## config.mk

```make
export PLATFORM = sky130hd
export DESIGN_NAME = wdog_window_top
export DESIGN_NICKNAME = d
export VERILOG_FILES = /design/src/rtl/wdog_pkg.sv /design/src/rtl/wdog_ofs_sat.sv /design/src/rtl/wdog_lim_cmp.sv /design/src/rtl/wdog_sticky.sv /design/src/rtl/wdog_window_top.sv
export SDC_FILE = /design/constraint.sdc
export NUM_CORES = 1
export LEC_CHECK = 0
export ABC_AREA = 1
export BUFFER_PORTS_ARGS = -buffer_cell sky130_fd_sc_hd__clkbuf_2
export CORE_UTILIZATION = 40
export DETAILED_ROUTE_END_ITERATION = 8
export SKIP_LAST_GASP = 1
export SYNTH_ARGS = -nofsm -noshare
export SYNTH_HDL_FRONTEND = slang
export SYNTH_SLANG_ARGS = --single-unit
```

## constraint.sdc

```tcl
create_clock -name clk -period 1.7 [get_ports clk]
set_input_delay 0 -clock clk [delete_from_list [all_inputs] [get_ports clk]]
set_output_delay 0 -clock clk [all_outputs]
set_load 0.02 [all_outputs]
```

## src/rtl/wdog_pkg.sv

```systemverilog
package wdog_pkg;

    localparam int NUM_LIM = 2;

    typedef enum logic {
        SENSE_BELOW = 1'b0,
        SENSE_ABOVE = 1'b1
    } sense_e;

endpackage

```

## src/rtl/wdog_ofs_sat.sv

```systemverilog
module wdog_ofs_sat #(
    parameter int W = 9
) (
    input  logic         clk,
    input  logic         rst_n,
    input  logic         in_valid,
    input  logic [W-1:0] in_smp,
    input  logic [W-1:0] ofs,
    output logic         out_valid,
    output logic [W-1:0] out_val
);

    localparam int XW = W + 1;
    localparam logic signed [XW-1:0] MAX_V = {2'b00, {(W-1){1'b1}}};
    localparam logic signed [XW-1:0] MIN_V = {2'b11, {(W-1){1'b0}}};

    typedef struct packed {
        logic         vld;
        logic [W-1:0] val;
    } stage_t;

    stage_t st_d, st_q;
    logic signed [XW-1:0] diff;

    always_comb begin
        st_d = st_q;
        diff = $signed({in_smp[W-1], in_smp}) - $signed({ofs[W-1], ofs});
        st_d.vld = in_valid;
        if (in_valid) begin
            if (diff > MAX_V) begin
                st_d.val = MAX_V[W-1:0];
            end else if (diff < MIN_V) begin
                st_d.val = MIN_V[W-1:0];
            end else begin
                st_d.val = diff[W-1:0];
            end
        end
    end

    always_ff @(posedge clk or negedge rst_n) begin
        if (!rst_n) begin
            st_q <= '0;
        end else begin
            st_q <= st_d;
        end
    end

    assign out_valid = st_q.vld;
    assign out_val   = st_q.val;


    sat_pos_chk: assert property (@(posedge clk) disable iff (!rst_n)
        (in_valid && !in_smp[W-1] && (ofs[W-1] || ofs == '0)) |=> !out_val[W-1]);


    sat_neg_chk: assert property (@(posedge clk) disable iff (!rst_n)
        (in_valid && in_smp[W-1] && !ofs[W-1]) |=> out_val[W-1]);


    idle_hold_chk: assert property (@(posedge clk) disable iff (!rst_n)
        !in_valid |=> ($stable(out_val) && !out_valid));

endmodule

```

## src/rtl/wdog_lim_cmp.sv

```systemverilog
module wdog_lim_cmp
    import wdog_pkg::*;
#(
    parameter int W = 9
) (
    input  logic         val_vld,
    input  logic [W-1:0] val,
    input  logic [W-1:0] lim,
    input  logic         dir,
    output logic         hit
);

    sense_e sense;
    logic   above;
    logic   below;

    always_comb begin
        sense = sense_e'(dir);
        above = $signed(val) > $signed(lim);
        below = $signed(val) < $signed(lim);
        hit   = 1'b0;
        if (val_vld) begin
            case (sense)
                SENSE_ABOVE: hit = above;
                SENSE_BELOW: hit = below;
                default:     hit = 1'b0;
            endcase
        end
    end

endmodule

```

## src/rtl/wdog_sticky.sv

```systemverilog
module wdog_sticky #(
    parameter int N = 2
) (
    input  logic         clk,
    input  logic         rst_n,
    input  logic [N-1:0] hit,
    input  logic         clr,
    output logic [N-1:0] trip,
    output logic         irq
);

    typedef struct packed {
        logic         irq;
        logic [N-1:0] trip;
    } flag_t;

    flag_t fl_d, fl_q;

    always_comb begin
        fl_d      = fl_q;
        fl_d.trip = (fl_q.trip & ~{N{clr}}) | hit;
        fl_d.irq  = (fl_q.irq & ~clr) | (|hit);
    end

    always_ff @(posedge clk or negedge rst_n) begin
        if (!rst_n) begin
            fl_q <= '0;
        end else begin
            fl_q <= fl_d;
        end
    end

    assign trip = fl_q.trip;
    assign irq  = fl_q.irq;


    sticky_hold_chk: assert property (@(posedge clk) disable iff (!rst_n)
        (irq && !clr) |=> irq);


    clr_vs_trip_chk: assert property (@(posedge clk) disable iff (!rst_n)
        (|hit) |=> irq);


    clr_only_chk: assert property (@(posedge clk) disable iff (!rst_n)
        (clr && !(|hit)) |=> (trip == '0 && !irq));

endmodule

```

## src/rtl/wdog_window_top.sv

```systemverilog
module wdog_window_top
    import wdog_pkg::*;
#(
    parameter int W = 9
) (
    input  logic         clk,
    input  logic         rst_n,
    input  logic         smp_valid,
    input  logic [W-1:0] smp_data,
    input  logic [W-1:0] ofs_coef,
    input  logic [W-1:0] lim_a,
    input  logic [W-1:0] lim_b,
    input  logic         dir_a,
    input  logic         dir_b,
    input  logic         irq_clr,
    output logic         irq,
    output logic         trip_a,
    output logic         trip_b
);

    logic                   corr_vld;
    logic [W-1:0]           corr_val;
    logic [NUM_LIM-1:0][W-1:0] lim_arr;
    logic [NUM_LIM-1:0]     dir_arr;
    logic [NUM_LIM-1:0]     hit_vec;
    logic [NUM_LIM-1:0]     trip_vec;

    assign lim_arr = {lim_b, lim_a};
    assign dir_arr = {dir_b, dir_a};

    wdog_ofs_sat #(.W(W)) u_ofs (
        .clk       (clk),
        .rst_n     (rst_n),
        .in_valid  (smp_valid),
        .in_smp    (smp_data),
        .ofs       (ofs_coef),
        .out_valid (corr_vld),
        .out_val   (corr_val)
    );

    for (genvar g = 0; g < NUM_LIM; g++) begin : g_lim
        wdog_lim_cmp #(.W(W)) u_cmp (
            .val_vld (corr_vld),
            .val     (corr_val),
            .lim     (lim_arr[g]),
            .dir     (dir_arr[g]),
            .hit     (hit_vec[g])
        );
    end

    wdog_sticky #(.N(NUM_LIM)) u_flags (
        .clk   (clk),
        .rst_n (rst_n),
        .hit   (hit_vec),
        .clr   (irq_clr),
        .trip  (trip_vec),
        .irq   (irq)
    );

    assign trip_a = trip_vec[0];
    assign trip_b = trip_vec[1];


    irq_or_chk: assert property (@(posedge clk) disable iff (!rst_n)
        irq == (trip_a | trip_b));


    eq_no_trip_chk: assert property (@(posedge clk) disable iff (!rst_n)
        (corr_vld && corr_val == lim_a && !trip_a) |=> !trip_a);

endmodule

```

==> out/metrics.yaml <==
outcome:
  run_status: "completed"
clock_network:
  numClockSinks: 13
  cts.path.max_buffers: 2
  clock-root-buffer: "clkbuf_8"
  clk_latency_ns: 0.23
  cts_tree: "done"
  clk_pin_slew_worst_paths_ns: 0.05
  h-tree-depth: 1
  cts_buffers: 3
critical_path:
  critPathLaunchType: "flop"
  worstPathRequired_ns: 1.81
  path_class: "reg2reg"
  arrival_ns: 1.68
  end_kind: "flop"
  cp_max_fo: 3
  crit_start: "u_ofs.out_val[8]"
  r2r_start: "u_ofs.out_val[8]"
final_layout:
  area_delta_synth_final_pct: 26.0
  final_net_count: 376
  drive_above_1_share_pct: 22.6
  fin_util_pct: 54.1
  diodes: 0
  layout_common_cells: "nand2_1 (101), inv_1 (51), clkbuf_2 (44), ha_1 (23), nand3_1 (16)"
  layout_commonest_cell: "nand2_1"
timing:
  setup_viol: 0
  min_period_over_period_pct: 92.4
  max-slew-margin-rel_pct: 80.2
  period_minus_slack_ns: 1.57
  slew_viol_final: 0
  finalHoldViolCount: 0
  fin_tns_setup_ns: 0
  timing.fmax_mhz: 636
  tightest_slew_ns: 0.297
  clock_skew_ns: 0.00205
  setup_ws_ns: 0.128
detailed_routing:
  totalWireLength_um: 3180
  wl_per_cell_um: 9.00
  drc: 0
  drtAntennaViolNets: 0
  drtIter0Drc: 27
  num_vias: 1589
  vias_per_cell: 4.50
  dr.pass1.iters: 4
placement:
  dp_slack_ns: -0.0338
  io_buffer_count: 44
  hpwl_um: 2740
  routabilityCongestion: 0.784
synth:
  synthCells: 254
  syn_nets: 324
  synth_area_um2: 1620
  ys_seq_elements: 13
  avgSynthCellArea_um2: 6.38
  seq_area_frac_synth_pct: 20.1
  yosysUniqueCellTypes: 20
  ys_warn_count: 0
power_and_ir_drop:
  ir_drop_uv: 242
  power-per-cell-area_nw_per_um2: 712
  p_leak_nw: 1.27
global_route:
  grt_max_degree: 14
  overflow: 0
  antenna_found_initial: 0
  grt_pass1_wl_um: 5470
  first_global_vias: 1517
  grt_usage_pct: 16.1
floorplan:
  start_util_pct: 43.0
  die_x_um: 65.6
  row_count: 22
  die_h_um: 65.6
  io_pins: 45
  die_area_um2: 4310
  core_um2: 3770
worst_hold_path:
  hp-class: "in2reg"
  holdCritStartpoint: "irq_clr"
job:
  max_cap_violations: 0
layout make-up:
class / count / area [um^2]
Tap cell: 48 / 60.1
Fill cell: 392 / 1730
Inverter: 51 / 191
Multi-Input combinational cell: 189 / 1160
Clock buffer: 4 / 45.0
Sequential cell: 13 / 328
Timing Repair Buffer: 48 / 253
flip-flops by register name, indices dropped and copies added, names as in the netlist:
signal,cells
u_ofs.out_valid,1
u_ofs.out_val,9
u_flags.trip,2
u_flags.irq,1
cells in the mapped netlist:
cell,number,share of area (%)
a21o_1,1,0.46
a21oi_1,8,2.5
a21oi_2,1,0.54
a31oi_1,1,0.39
buf_6,1,0.69
dfrtp_1,13,20
fa_1,1,1.2
ha_1,27,21
inv_1,51,12
nand2_1,102,24
nand3_1,18,5.6
nand3_2,2,1.2
nand3_4,2,2.2
nand3b_1,2,0.93
nand4_1,5,1.9
nor2_1,13,3.0
nor2_2,1,0.39
o21bai_1,1,0.46
xnor2_1,2,1.1
xor2_1,2,1.1
power breakdown:
part | internal [W] | switching, W
logic | 0.000329 | 0.000425
registers | 0.000381 | 0.0000638
clock network | 0.000164 | 0.0000905
total | 0.000874 | 0.000579
worst max-delay path, stage by stage, from the launching register on:
cell and delay [ns]:
dfrtp_2 0.45, ha_4 0.29, nand2_1 0.07, nor2_2 0.12, nand3b_1 0.13, nand3_1 0.09
nand2_1 0.06, nand2_1 0.05, nand2_1 0.06, nand3_2 0.06, nand3_1 0.06
per-layer routing:
metal	GRT usage [%]	vias to the layer above	part of all wire [%]
met5	0	-	0
met4	5.98	0	0.85
met3	1.39	2	3.1
met2	32.3	35	50
met1	16.7	662	46
li1	-	890	-
cells by family after synthesis:
family | share of synthesized area [%]
adders and majority gates | 22.1
and+or+nand+nor | 38.8
xor gates and xnor gates | 2.16
DFF | 20.1
buffers and inverters | 12.5
AOI/OAI and AO/OA | 4.33
through the flow:
step | cell area [um^2] | cells | hold WS (ns) | power [W]
3_5_place_dp | 1910 | 348 | -0.0997 | 0.00114
3_3_place_gp | 1910 | 348 | -0.0987 | 0.00113
4_1_cts | 1970 | 353 | 0.0291 | 0.00141
5_1_grt | 2040 | 353 | 0.0497 | 0.00161
2_1_floorplan | 1620 | 254 | -0.296 | 0.000951
6_report | 2040 | 353 | 0.0319 | 0.00145
worst paths after layout:
check                              endpoint  slack (ns)  depth (start not counted)
max                             u_flags.irq        0.13                         10
min                         u_flags.trip[1]        0.03                          4
max reg2reg                     u_flags.irq        0.13                         10
min reg2reg                 u_flags.trip[1]        0.48                          2
max in group asynchronous  u_ofs.out_val[8]        1.27                          2
min in group asynchronous  u_ofs.out_val[1]        0.18                          2
timing repair:
action	CTS	global route
hold buffers	1	0
setup buffers	0	0
endpoints found under the setup margin	0	3
resized for setup	0	13
hold endpoints to repair	13	0
Note: power is estimated with default switching activity, not from simulation.
